`src/rtl/adc_seq_pkg.sv`:
```
`timescale 1ns/1ps
package adc_seq_pkg;

    typedef enum logic [0:0] {
        ST_IDLE = 1'b0,
        ST_CONV = 1'b1
    } seq_state_t;

    // Largest usable lead: bounded by the fixed maximum and by the conversion length.
    function automatic int unsigned lead_cap(input int unsigned max_lead,
                                             input int unsigned conv_clks);
        return (max_lead < conv_clks - 1) ? max_lead : conv_clks - 1;
    endfunction

endpackage

```
`src/rtl/adc_seq_timer.sv`:
```
`timescale 1ns/1ps
module adc_seq_timer
    import adc_seq_pkg::*;
#(
    parameter int unsigned CONV_CLKS = 14,
    parameter int unsigned LEAD_MAX  = 8,
    parameter int unsigned LEAD_W    = 4
) (
    input  logic              clk,
    input  logic              rst_n,
    input  logic              trig_i,
    input  logic              lead_en_i,
    input  logic [LEAD_W-1:0] lead_sel_i,
    output logic              busy_o,
    output logic              capture_o,
    output logic              done_o,
    output logic              irq_o,
    output logic              overrun_o
);

    localparam int unsigned CNT_W    = (CONV_CLKS > 2) ? $clog2(CONV_CLKS) : 1;
    localparam int unsigned LEAD_CAP = lead_cap(LEAD_MAX, CONV_CLKS);
    localparam logic [CNT_W-1:0] CNT_LOAD   = CNT_W'(CONV_CLKS - 1);
    localparam logic [CNT_W-1:0] LEAD_CAP_V = CNT_W'(LEAD_CAP);

    seq_state_t       state_q, state_d;
    logic [CNT_W-1:0] cnt_q, lead_q, lead_d;
    logic             start, last, irq_hit, drop;
    logic             done_q, irq_q, ovr_q;

    always_comb begin
        start   = (state_q == ST_IDLE) && trig_i;
        drop    = (state_q == ST_CONV) && trig_i;
        last    = (state_q == ST_CONV) && (cnt_q == '0);
        irq_hit = (state_q == ST_CONV) && (cnt_q == lead_q);
    end

    // Lead clamp, applied once at the START transition.
    always_comb begin
        if (!lead_en_i)
            lead_d = '0;
        else if (32'(lead_sel_i) > LEAD_CAP)
            lead_d = LEAD_CAP_V;
        else
            lead_d = CNT_W'(lead_sel_i);
    end

    // Next-state logic: START and FINISH transitions.
    always_comb begin
        state_d = state_q;
        unique case (state_q)
            ST_IDLE: if (trig_i)      state_d = ST_CONV;
            ST_CONV: if (cnt_q == '0) state_d = ST_IDLE;
            default:                  state_d = ST_IDLE;
        endcase
    end

    // State register.
    always_ff @(posedge clk or negedge rst_n) begin
        if (!rst_n) state_q <= ST_IDLE;
        else        state_q <= state_d;
    end

    // Counter and registered outputs.
    always_ff @(posedge clk or negedge rst_n) begin
        if (!rst_n) begin
            cnt_q  <= '0;
            lead_q <= '0;
            done_q <= 1'b0;
            irq_q  <= 1'b0;
            ovr_q  <= 1'b0;
        end else begin
            if (start) begin
                cnt_q  <= CNT_LOAD;
                lead_q <= lead_d;
            end else if ((state_q == ST_CONV) && (cnt_q != '0)) begin
                cnt_q <= cnt_q - CNT_W'(1);
            end
            done_q <= last;
            irq_q  <= irq_hit;
            ovr_q  <= ovr_q | drop;
        end
    end

    assign busy_o    = (state_q == ST_CONV);
    assign capture_o = last;
    assign done_o    = done_q;
    assign irq_o     = irq_q;
    assign overrun_o = ovr_q;

    // an accepted trigger makes the block busy in the next cycle.
    p_start_busy_r2: assert property (@(posedge clk) disable iff (!rst_n)
        (!busy_o && trig_i) |=> busy_o);

    // the result-valid strobe lasts a single cycle.
    p_done_pulse_r3: assert property (@(posedge clk) disable iff (!rst_n)
        done_o |=> !done_o);

    // with zero lead, the interrupt coincides with result valid.
    p_irq_nolead_r4: assert property (@(posedge clk) disable iff (!rst_n)
        (capture_o && (lead_q == '0)) |=> (irq_o && done_o));

    // a trigger while busy raises overrun.
    p_ovr_set_r7: assert property (@(posedge clk) disable iff (!rst_n)
        (busy_o && trig_i) |=> overrun_o);

    // overrun is sticky.
    p_ovr_sticky_r7: assert property (@(posedge clk) disable iff (!rst_n)
        overrun_o |=> overrun_o);

endmodule

```
`src/rtl/adc_win_cmp.sv`:
```
`timescale 1ns/1ps
module adc_win_cmp #(
    parameter int unsigned DATA_W = 12
) (
    input  logic              clk,
    input  logic              rst_n,
    input  logic              eval_i,
    input  logic [DATA_W-1:0] data_i,
    input  logic [DATA_W-1:0] lo_i,
    input  logic [DATA_W-1:0] hi_i,
    input  logic              en_i,
    input  logic              inside_i,
    output logic              fault_o
);

    logic in_win, hit, fault_q;

    always_comb begin
        in_win = (data_i >= lo_i) && (data_i <= hi_i);
        hit    = en_i && (inside_i ? in_win : !in_win);
    end

    always_ff @(posedge clk or negedge rst_n) begin
        if (!rst_n) fault_q <= 1'b0;
        else        fault_q <= eval_i && hit;
    end

    assign fault_o = fault_q;

    // a fault only follows an evaluation strobe.
    p_fault_on_eval_r9: assert property (@(posedge clk) disable iff (!rst_n)
        fault_o |-> $past(eval_i));

    // a disabled comparator never fires.
    p_fault_enabled_r8: assert property (@(posedge clk) disable iff (!rst_n)
        fault_o |-> $past(en_i));

endmodule

```
`src/rtl/adc_seq_ctrl.sv`:
```
`timescale 1ns/1ps
module adc_seq_ctrl #(
    parameter int unsigned DATA_W    = 12,
    parameter int unsigned CONV_CLKS = 14,
    parameter int unsigned LEAD_MAX  = 8,
    parameter int unsigned NUM_CMP   = 4,
    localparam int unsigned LEAD_W   = $clog2(LEAD_MAX + 1)
) (
    input  logic                      clk,
    input  logic                      rst_n,
    input  logic                      trig_i,
    input  logic                      lead_en_i,
    input  logic [LEAD_W-1:0]         lead_sel_i,
    input  logic [DATA_W-1:0]         sample_data_i,
    input  logic [NUM_CMP*DATA_W-1:0] cmp_lo_i,
    input  logic [NUM_CMP*DATA_W-1:0] cmp_hi_i,
    input  logic [NUM_CMP-1:0]        cmp_en_i,
    input  logic [NUM_CMP-1:0]        cmp_inside_i,
    output logic                      busy_o,
    output logic [DATA_W-1:0]         result_o,
    output logic                      result_valid_o,
    output logic                      conv_irq_o,
    output logic                      overrun_o,
    output logic [NUM_CMP-1:0]        cmp_fault_o,
    output logic                      fault_irq_o
);

    logic              capture;
    logic [DATA_W-1:0] result_q;

    adc_seq_timer #(
        .CONV_CLKS (CONV_CLKS),
        .LEAD_MAX  (LEAD_MAX),
        .LEAD_W    (LEAD_W)
    ) timer_i (
        .clk        (clk),
        .rst_n      (rst_n),
        .trig_i     (trig_i),
        .lead_en_i  (lead_en_i),
        .lead_sel_i (lead_sel_i),
        .busy_o     (busy_o),
        .capture_o  (capture),
        .done_o     (result_valid_o),
        .irq_o      (conv_irq_o),
        .overrun_o  (overrun_o)
    );

    always_ff @(posedge clk or negedge rst_n) begin
        if (!rst_n)       result_q <= '0;
        else if (capture) result_q <= sample_data_i;
    end
    assign result_o = result_q;

    for (genvar k = 0; k < NUM_CMP; k++) begin : g_cmp
        adc_win_cmp #(.DATA_W(DATA_W)) cmp_i (
            .clk      (clk),
            .rst_n    (rst_n),
            .eval_i   (capture),
            .data_i   (sample_data_i),
            .lo_i     (cmp_lo_i[k*DATA_W +: DATA_W]),
            .hi_i     (cmp_hi_i[k*DATA_W +: DATA_W]),
            .en_i     (cmp_en_i[k]),
            .inside_i (cmp_inside_i[k]),
            .fault_o  (cmp_fault_o[k])
        );
    end

    assign fault_irq_o = |cmp_fault_o;

    // comparator faults appear only alongside result valid.
    p_fault_with_valid_r9: assert property (@(posedge clk) disable iff (!rst_n)
        (|cmp_fault_o) |-> result_valid_o);

    // result only changes when a new result is announced.
    p_result_hold_r3: assert property (@(posedge clk) disable iff (!rst_n)
        !result_valid_o |-> $stable(result_o));

endmodule

```
`config.mk`:
```
export PLATFORM = sky130hd
export DESIGN_NAME = adc_seq_ctrl
export DESIGN_NICKNAME = d
export VERILOG_FILES = /design/src/rtl/adc_seq_pkg.sv /design/src/rtl/adc_seq_timer.sv /design/src/rtl/adc_win_cmp.sv /design/src/rtl/adc_seq_ctrl.sv
export SDC_FILE = /design/constraint.sdc
export NUM_CORES = 1
export LEC_CHECK = 0
export BUFFER_PORTS_ARGS = -buffer_cell sky130_fd_sc_hd__buf_2
export CORE_UTILIZATION = 54
export DETAILED_ROUTE_END_ITERATION = 6
export PLACE_DENSITY = 0.88
export SYNTH_ARGS = -nofsm -noshare
export SYNTH_HDL_FRONTEND = slang
export SYNTH_SLANG_ARGS = --single-unit
export TNS_END_PERCENT = 100
```
`constraint.sdc`:
```
create_clock -name clk -period 4.7 [get_ports clk]
set_input_delay 0.94 -clock clk [delete_from_list [all_inputs] [get_ports clk]]
set_output_delay 0.94 -clock clk [all_outputs]
set_load 0.1 [all_outputs]
```
==> flow_summary.json, run 1 <==
{
  "die_width_um": 82.9,
  "cap_viol_max_count": 0,
  "postSynthAreaPerCell_um2": 8.66,
  "insertion_delay_ps": 270,
  "vias_in_the_first_global_route": 3600,
  "peakVddDrop_v": 0.000485,
  "wire_length_of_the_first_global_routing_pass_mm": 15.6,
  "worst_slew_pin_slew_ps": 778,
  "areaGrowthSynthToFinish_pct": 23.1,
  "total_detailed_routing_wirelength_mm": 9.08,
  "postSynth.topFlopCell": "dfrtp_1",
  "cell_area_after_synthesis_mm2": 0.00353,
  "end_kind": "flop",
  "fp.dieArea_mm2": 0.00687,
  "cts_max_level": 1,
  "final_layout_size_suffix_gt1_share_pct": 30.1,
  "drt-pass1-iter-count": 4,
  "finalWorstPathRequiredPeriod_ps": 2570,
  "route.vias.total": 3440,
  "cts_buffer_depth": 2,
  "netlist_instances": 408,
  "post_synth_and_or_nand_nor_area_fraction_pct": 11.7,
  "run_status": "completed",
  "cts_tree": "yes",
  "antenna_found_initial": 0,
  "holdCritPathClass": "reg2reg",
  "grt_total_usage_pct": 27.5,
  "setup_violation_total_in_the_final_timing_report": 0,
  "grt_max_degree": 29,
  "min_delay_path_depth": 1,
  "clock_sinks": 28,
  "synthMuxAreaShare_pct": 3.82,
  "post_route_clock_skew_ps": 13.3,
  "core_region_area_mm2": 0.00635,
  "synth_async_sr_flop_share_pct": 100,
  "routedWlPerCell_um": 14.5,
  "yosys.area_share.xor_xnor_pct": 1.49,
  "buffer_ports.inserted": 144,
  "hold_violations": 0,
  "crit_arrival_ps": 2740,
  "cp_startpoint_kind": "primary input",
  "yosysSeqAreaShare_pct": 19.8,
  "maxClockFrequency_mhz": 389,
  "vias_per_cell": 5.50,
  "syn_nets": 630,
  "remaining_drc_errors": 0,
  "r2r.worst_path.cells": 4,
  "initial_core_util_pct": 55.6,
  "maxSlewHeadroom_pct": 48.1,
  "drv_slew": 0,
  "grt_ovf": 0,
  "most-common-layout-cells": "144 x buf_2, 98 x ha_1, 94 x inv_1",
  "final.fill_count": 517,
  "ctsRootBufferMaster": "clkbuf_8",
  "synth_enable_flop_cells": 0,
  "synth_compound_area_share_pct": 17.3,
  "register_area_um2": 701,
  "rows": 29,
  "synth.ff_latch_count": 28,
  "dp_wirelength_mm": 7.68,
  "io-pin-count": 145,
  "die_height_um": 82.9,
  "post-cts-setup-buffers": 0,
  "cts.reportedPaths.clkPinSlew_ps": 100,
  "powerDensity_mw_per_mm2": 347,
  "cts-buffers-inserted": 3,
  "timing.setup.tns_ps": 0,
  "worstPathRequired_ps": 4870,
  "worstSetupPathType": "in2reg",
  "post_synth_num_cell_types": 37,
  "synthAdderAreaFrac_pct": 34.7,
  "routed_antenna_nets": 0,
  "violation_count_after_the_first_detailed_route_iteration": 104,
  "grt_setup_unrepaired": "no",
  "cts_resized": 0,
  "final_net_count": 772,
  "fin_crit_sh_pct": 54.7,
  "critical_path_peak_fanout": 9,
  "place_congestion": 0.878,
  "power.static_leakage_nw": 2.70,
  "ctsHoldBuffers": 0,
  "combinational_family_with_the_most_area_after_synthesis": "adder cells",
  "multi_input_area_mm2": 0.00244,
  "antennaDiodeCount": 0,
  "setup_ws_ps": 2130,
  "mostFrequentLayoutCell": "buf_2",
  "synth.yosys.warnings": 0,
  "place_worst_setup_slack_ps": 1850
}
==> report_power, final <==
group	internal (mW)	switching, mW
registers	0.335	0.0667
clock network	0.0574	0.0700
logic	0.268	0.711
==> cells in the mapped netlist (2+ instances only) <==
cell type | number | area share [%]
a21o_1 | 23 | 4.9
nand3_1 | 4 | 0.57
o21ai_1 | 3 | 0.42
o211ai_1 | 4 | 0.85
nor2b_1 | 7 | 1.2
ha_1 | 98 | 35
a211oi_1 | 4 | 0.85
nor4_1 | 2 | 0.35
nor3_1 | 8 | 1.1
a221oi_1 | 2 | 0.50
o21a_1 | 3 | 0.64
inv_1 | 94 | 10
a221oi_2 | 4 | 1.7
xor2_1 | 4 | 0.99
buf_2 | 2 | 0.28
dfrtp_1 | 28 | 20
a211o_1 | 4 | 0.99
nand4_1 | 18 | 3.2
nor3b_1 | 2 | 0.42
a22o_1 | 3 | 0.74
a21oi_1 | 21 | 3.0
nand2_1 | 17 | 1.8
buf_4 | 4 | 0.85
mux2_2 | 12 | 3.8
o21ai_0 | 12 | 1.7
nor2_1 | 10 | 1.1
xnor2_1 | 2 | 0.50
and4b_1 | 4 | 1.1
==> logic make-up after synthesis <==
group	count (synthesis)
compound gates	87
fa+ha+maj	98
xor+xnor	6
simple gates	76
flops	28
buf+inv	101
mux	12
==> per-stage QoR <==
stage | instances | utilization, % | power, mW | instance area (µm²) | hold WS (ps)
2_1_floorplan | 408 | - | 1.17 | 3530 | 469
3_3_place_gp | 622 | 67.8 | 1.35 | 4310 | 432
3_5_place_dp | 622 | 67.8 | 1.38 | 4310 | 438
4_1_cts | 625 | 68.5 | 1.51 | 4350 | 459
5_1_grt | 625 | 68.5 | 1.61 | 4350 | 477
6_report | 625 | 68.5 | 1.51 | 4350 | 453
==> sequential cells by signal, indices dropped and copies added, names as in the netlist <==
| register | cells |
|---|---|
| timer_i.overrun_o | 1 |
| timer_i.lead_q | 4 |
| timer_i.done_o | 1 |
| g_cmp.cmp_i.fault_o | 4 |
| timer_i.busy_o | 1 |
| timer_i.irq_o | 1 |
| timer_i.cnt_q | 4 |
| result_o | 12 |
==> worst max-delay path, stage by stage <==
cell and delay [ps]:
buf_2 180, ha_1 330, a211oi_1 230, o21ai_1 100, a221oi_1 480, o21a_1 190
o21ai_0 80, and4b_1 210
==> worst paths after layout <==
| kind | from | end | slack [ps] |
|---|---|---|---|
| min in group asynchronous | rst_n | timer_i.done_o$_DFF_PN0_ | 680 |
| max reg2reg | timer_i.cnt_q[0]$_DFFE_PN0P_ | result_o[2]$_DFFE_PN0P_ | 2810 |
| min reg2reg | timer_i.overrun_o$_DFF_PN0_ | timer_i.overrun_o$_DFF_PN0_ | 450 |
| max | sample_data_i[2] | g_cmp[3].cmp_i.fault_o$_DFF_PN0_ | 2130 |
| max in group asynchronous | rst_n | result_o[3]$_DFFE_PN0P_ | 3580 |
| min | timer_i.overrun_o$_DFF_PN0_ | timer_i.overrun_o$_DFF_PN0_ | 450 |
==> per-layer routing <==
layer / part of all wire [%] / global-route usage (%) / vias up
met3: 4.4 / 3.38 / 22
met1: 43 / 32.1 / 1597
li1: - / - / 1706
met5: 0 / 0 / -
met4: 2.0 / 7.52 / 0
met2: 51 / 52.3 / 115
==> layout make-up <==
cell class / count / share of cell area [%]
clock buffers: 3 / 0.950
inverters: 94 / 8.12
multi-input cells: 279 / 56.0
flip-flops and latches: 28 / 16.1
well taps: 77 / 2.22
repair buffers: 144 / 16.6
(Power assumes the default switching activity.)
==> run 2: changes to the inputs <==
--- a/config.mk
+++ b/config.mk
@@ -5,10 +5,11 @@
 export SDC_FILE = /design/constraint.sdc
 export NUM_CORES = 1
 export LEC_CHECK = 0
+export ABC_AREA = 1
 export BUFFER_PORTS_ARGS = -buffer_cell sky130_fd_sc_hd__buf_2
-export CORE_UTILIZATION = 54
+export CORE_UTILIZATION = 46
 export DETAILED_ROUTE_END_ITERATION = 6
-export PLACE_DENSITY = 0.88
+export PLACE_DENSITY = 0.79
 export SYNTH_ARGS = -nofsm -noshare
 export SYNTH_HDL_FRONTEND = slang
 export SYNTH_SLANG_ARGS = --single-unit
==> constraint.sdc (replaced) <==
create_clock -name clk -period 2.05 [get_ports clk]
set_input_delay 0.41 -clock clk [delete_from_list [all_inputs] [get_ports clk]]
set_output_delay 0.41 -clock clk [all_outputs]
set_load 0.1 [all_outputs]
==> flow_summary.json, run 2 <==
{
  "grt_ovf": 0,
  "clock_sinks": 28,
  "part_of_the_total_power_dissipated_in_sequential_elements_pct": 25.5,
  "post_synth_num_cell_types": 27,
  "largest_reg_flops": 12,
  "final_layout_size_suffix_gt1_share_pct": 24.1,
  "routed_antenna_nets": 0,
  "violation_count_after_the_first_detailed_route_iteration": 75,
  "power.share.combinational_pct": 65.1,
  "run_status": "completed",
  "met3_length_um": 464,
  "powerDensity_mw_per_mm2": 762,
  "vias_in_the_first_global_route": 3914,
  "final_net_count": 933,
  "top_layer": "met4",
  "finalWorstPathRequiredPeriod_ps": 1910,
  "initial_core_util_pct": 47.2,
  "die_height_um": 93.6,
  "internal-power_mw": 1.50,
  "ctsRootBufferMaster": "clkbuf_8",
  "mostFrequentLayoutCell": "nand2_1",
  "antenna_found_initial": 0,
  "synthMostInstantiatedCell": "nand2_1",
  "cp_startpoint_kind": "flop",
  "synth_common_cells": "160 x nand2_1, 147 x inv_1, 98 x ha_1",
  "setup_violation_total_in_the_final_timing_report": 0,
  "peakVddDrop_v": 0.000581,
  "hold_violations": 0,
  "syn_nets": 790,
  "antennaDiodeCount": 0,
  "clock_power_share_pct": 9.4,
  "end_kind": "primary output",
  "core_region_area_mm2": 0.00818,
  "netlist_instances": 568,
  "drv_slew": 0,
  "crit_arrival_ps": 1500,
  "synth.area.top_cells": "ha_1 32%, dfrtp_1 18%, nand2_1 16%",
  "cap_viol_max_count": 0,
  "io-pin-count": 145,
  "grt_max_degree": 29,
  "detailed_place.area_mm2": 0.00466,
  "timing.rr.end": "timer_i.cnt_q[3]$_DFFE_PN0P_",
  "setup_ws_ps": 140,
  "most-common-layout-cells": "160 x nand2_1, 147 x inv_1, 144 x buf_2",
  "power_switching_mw": 2.09,
  "dp_wirelength_mm": 8.38,
  "worstSetupPathType": "reg2out",
  "cts_tree": "yes",
  "overall_power_of_the_completed_layout_mw": 3.59,
  "cts_max_level": 1,
  "fin_crit_sh_pct": 93.2,
  "post-cts-setup-buffers": 0,
  "placed_cells": 811,
  "power.share.switching_pct": 58.3,
  "final-instance-count-excl-fill": 815,
  "holdCritPathClass": "in2async",
  "routedWlPerCell_um": 11.9,
  "place_worst_setup_slack_ps": 201,
  "postSynth.topFlopCell": "dfrtp_1",
  "cts.reportedPaths.clkPinSlew_ps": 90,
  "cts_buffer_depth": 2,
  "maxSlewHeadroom_pct": 59.9,
  "remaining_drc_errors": 0,
  "rr_startpoint": "timer_i.cnt_q[0]$_DFFE_PN0P_",
  "power.static_leakage_nw": 3.13,
  "cts-buffers-inserted": 3,
  "critical_path_peak_fanout": 2,
  "vias_per_cell": 4.84,
  "fin_area_mm2": 0.00471,
  "synth_top_area_share_pct": 31.8,
  "worst-r2r-setup-slack_ps": 560,
  "insertion_delay_ps": 270,
  "ctsHoldBuffers": 0,
  "areaGrowthSynthToFinish_pct": 22.2,
  "cts_resized": 0,
  "place_congestion": 0.910,
  "post_route_clock_skew_ps": 5.82,
  "rows": 33,
  "cell_area_after_synthesis_mm2": 0.00386,
  "synth.yosys.warnings": 0,
  "route.vias.total": 3945,
  "buffer_ports.inserted": 144,
  "netlist.top_cell.by_area": "ha_1",
  "worst_slew_pin_slew_ps": 601,
  "postSynthAreaPerCell_um2": 6.79,
  "grt_total_usage_pct": 23.3,
  "total_detailed_routing_wirelength_mm": 9.73,
  "yosysSeqAreaShare_pct": 18.2,
  "wire_length_of_the_first_global_routing_pass_mm": 16.3,
  "met1_length_mm": 4.18,
  "synth.ff_latch_count": 28,
  "synth_enable_flop_cells": 0,
  "fp.dieArea_mm2": 0.00875,
  "worstPathRequired_ps": 1640,
  "post-route-util_pct": 57.6,
  "die_width_um": 93.6,
  "grt_setup_unrepaired": "no",
  "r2r.worst_path.cells": 6,
  "synth_async_sr_flop_share_pct": 100,
  "maxClockFrequency_mhz": 524,
  "drt-pass1-iter-count": 5,
  "timing.setup.tns_ps": 0,
  "whs_ps": 131,
  "routed-wl-met2_mm": 4.89
}
==> run 2: worst max-delay path by stage <==
stage                                startpoint                                to  cells after the start
6_report       g_cmp[1].cmp_i.fault_o$_DFF_PN0_                       fault_irq_o                      2
5_1_grt        g_cmp[1].cmp_i.fault_o$_DFF_PN0_                       fault_irq_o                      2
4_1_cts        g_cmp[1].cmp_i.fault_o$_DFF_PN0_                       fault_irq_o                      2
3_5_place_dp                   sample_data_i[0]  g_cmp[2].cmp_i.fault_o$_DFF_PN0_                     12
3_3_place_gp                   sample_data_i[0]  g_cmp[2].cmp_i.fault_o$_DFF_PN0_                     12
2_1_floorplan          timer_i.busy_o$_DFF_PN0_          result_o[11]$_DFFE_PN0P_                      6
==> run 2: cell type report <==
| type | instances | area (µm²) |
|---|---|---|
| fill | 778 | 3460 |
| clock buffer | 4 | 55.1 |
| sequential | 28 | 701 |
| multi-input combinational | 382 | 2530 |
| tap | 105 | 131 |
| timing repair buffer | 144 | 721 |
| inverter | 152 | 573 |
==> run 2: critical path, cell delays in order (launching register included) <==
cell and delay [ps]:
dfrtp_1 410, or4_1 510, buf_2 300
==> run 2: power by group through the flow <==
| stage | Clock, mW | Sequential [mW] | Combinational [mW] |
|---|---|---|---|
| floorplan | 0 | 1.90 | 0.826 |
| global placement | 0 | 0.909 | 2.26 |
| detailed placement | 0 | 0.916 | 2.34 |
| CTS | 0.340 | 0.909 | 2.35 |
| global route | 0.359 | 0.945 | 2.54 |
| finish | 0.338 | 0.915 | 2.34 |
==> run 2: kinds of logic (layout without fill, tap and decap cells) <==
kind of cell               count (synthesis)  in the layout  synth area share (%)
AOI/OAI and AO/OA                         60             60                  8.86
DFF                                       28             28                  18.2
adders and majority gates                 98             98                  31.8
xor gates and xnor gates                   1              1                 0.227
buffers and inverters                    158            300                  16.2
and+or+nand+nor                          223            223                  24.7
==> run 2: metal layers <==
layer,track usage (%),vias up
met2,44.7,139
met1,27.3,1736
met4,6.67,0
met5,0,-
met3,1.95,21
li1,-,2049
==> run 3: changes to the inputs <==
--- a/config.mk
+++ b/config.mk
@@ -9,7 +9,9 @@
 export BUFFER_PORTS_ARGS = -buffer_cell sky130_fd_sc_hd__buf_2
 export CORE_UTILIZATION = 46
 export DETAILED_ROUTE_END_ITERATION = 6
+export HOLD_SLACK_MARGIN = 0.12
 export PLACE_DENSITY = 0.79
+export REMOVE_ABC_BUFFERS = 1
 export SYNTH_ARGS = -nofsm -noshare
 export SYNTH_HDL_FRONTEND = slang
 export SYNTH_SLANG_ARGS = --single-unit
==> flow_summary.json, run 3 (synthesized netlist as in run 2, its figures left out) <==
{
  "fin_area_mm2": 0.00473,
  "grt_setup_unrepaired": "no",
  "setup_violation_total_in_the_final_timing_report": 0,
  "maxClockFrequency_mhz": 518,
  "whs_ps": 145,
  "final.fill_count": 817,
  "r2r.worst_path.cells": 7,
  "internal-power_mw": 1.58,
  "worstSetupPathType": "reg2out",
  "powerDensity_mw_per_mm2": 773,
  "clock_power_share_pct": 11.8,
  "final_layout_size_suffix_gt1_share_pct": 24.1,
  "die_height_um": 93.6,
  "hold_violations": 0,
  "dp_wirelength_mm": 8.19,
  "cts_resized": 0,
  "areaGrowthSynthToFinish_pct": 22.6,
  "vias_per_cell": 4.70,
  "multi_input_area_mm2": 0.00253,
  "total_detailed_routing_wirelength_mm": 9.46,
  "cts.reportedPaths.clkPinSlew_ps": 100,
  "routed_antenna_nets": 0,
  "cap_viol_max_count": 0,
  "die_width_um": 93.6,
  "cts-buffers-inserted": 3,
  "end_kind": "primary output",
  "power_switching_mw": 2.07,
  "insertion_delay_ps": 270,
  "vias_in_the_first_global_route": 3705,
  "post-route-util_pct": 57.8,
  "rows": 33,
  "maxSlewHeadroom_pct": 57.5,
  "drv_slew": 0,
  "register_area_um2": 701,
  "clock_sinks": 28,
  "cp_startpoint_kind": "flop",
  "post_route_clock_skew_ps": 11.8,
  "fp.dieArea_mm2": 0.00875,
  "path_depth": 2,
  "grt_ovf": 0,
  "grt_total_usage_pct": 22.0,
  "post-cts-setup-buffers": 0,
  "holdCritPathClass": "in2async",
  "run_status": "completed",
  "most-common-layout-cells": "160 x nand2_1, 147 x inv_1, 144 x buf_2",
  "grt_max_degree": 29,
  "detailed_place.area_mm2": 0.00466,
  "drt-pass1-iter-count": 4,
  "ctsRootBufferMaster": "clkbuf_8",
  "worstPathRequired_ps": 1640,
  "mostFrequentLayoutCell": "nand2_1",
  "power.share.combinational_pct": 63.3,
  "peakVddDrop_v": 0.000570,
  "final_net_count": 933,
  "violation_count_after_the_first_detailed_route_iteration": 88,
  "io-pin-count": 145,
  "cp_slowest_cell": "or4_1",
  "power.static_leakage_nw": 3.14,
  "critical_path_peak_fanout": 2,
  "power.share.switching_pct": 56.7,
  "place_worst_setup_slack_ps": 225,
  "core_region_area_mm2": 0.00818,
  "worst_slew_pin_slew_ps": 637,
  "cts_max_level": 1,
  "crit_arrival_ps": 1520,
  "setup_ws_ps": 119,
  "route.vias.total": 3829,
  "remaining_drc_errors": 0,
  "worst-r2r-setup-slack_ps": 590,
  "finalWorstPathRequiredPeriod_ps": 1930,
  "critical_path.n_buffers_inverters": 1,
  "antenna_found_initial": 0,
  "crit_path_cells": "or4_1, buf_2",
  "ctsHoldBuffers": 0,
  "largest_reg_flops": 12,
  "part_of_the_total_power_dissipated_in_sequential_elements_pct": 24.9,
  "cts_tree": "yes",
  "fin_crit_sh_pct": 94.2,
  "cts_buffer_depth": 2,
  "initial_core_util_pct": 47.2,
  "path_delay_family": "simple AND/OR/NAND/NOR gates",
  "critPathMaxStageDelay_ps": 520,
  "wire_length_of_the_first_global_routing_pass_mm": 15.5,
  "place_congestion": 0.874,
  "antennaDiodeCount": 0,
  "buffer_ports.inserted": 144,
  "routedWlPerCell_um": 11.6
}
## run 3: changes by cell type in the layout (fill, tap and decap cells not counted), sizes merged
cell and change:
clkbuf -1, bufinv +1
## run 3: path summary, 6_finish.rpt
check	startpoint	to
worst max-delay path	g_cmp[1].cmp_i.fault_o$_DFF_PN0_	fault_irq_o
worst min-delay path	rst_n	timer_i.done_o$_DFF_PN0_
worst max register to register	timer_i.cnt_q[1]$_DFFE_PN0P_	result_o[0]$_DFFE_PN0P_
worst min register to register	result_o[10]$_DFFE_PN0P_	result_o[10]$_DFFE_PN0P_
max in group asynchronous	rst_n	timer_i.cnt_q[1]$_DFFE_PN0P_
min in group clk	cmp_en_i[2]	g_cmp[2].cmp_i.fault_o$_DFF_PN0_
## run 3: area by class of cell
cell class,instances,share of cell area [%]
clock buffer,3,0.873
clock inverter,1,0.635
inverter,152,12.1
multi-input combinational,382,53.5
sequential,28,14.8
tap,105,2.78
timing repair buffer,144,15.2
## run 3: through the flow
stage | setup TNS [ps] | cells | power (mW)
global placement | 0 | 811 | 3.17
detailed placement | 0 | 811 | 3.24
global route | 0 | 815 | 3.92
finish | 0 | 815 | 3.65
CTS | 0 | 815 | 3.67
floorplan | -165 | 562 | 2.71
## run 3: worst reg2reg max path: stages, from the launching register on
cell	delay, ps
dfrtp_1	360
inv_1	150
ha_1	190
nand2_2	100
nor2_8	270
inv_4	130
nand2_1	80
o21ai_0	70
## run 3: power groups by stage
| stage | sequential, mW | clock (mW) | combinational (mW) |
|---|---|---|---|
| floorplan | 1.93 | 0 | 0.782 |
| global placement | 0.914 | 0 | 2.26 |
| detailed placement | 0.922 | 0 | 2.32 |
| CTS | 0.912 | 0.437 | 2.32 |
| global route | 0.937 | 0.458 | 2.53 |
| finish | 0.911 | 0.430 | 2.31 |
## run 3: per-layer routing
| metal | track usage (%) | vias to the layer above | wire length, µm |
|---|---|---|---|
| li1 | - | 2047 | - |
| met1 | 26.5 | 1674 | 4200 |
| met2 | 42.0 | 102 | 4700 |
| met3 | 2.85 | 6 | 483 |
| met4 | 3.21 | 0 | 80 |
| met5 | 0 | - | 0 |
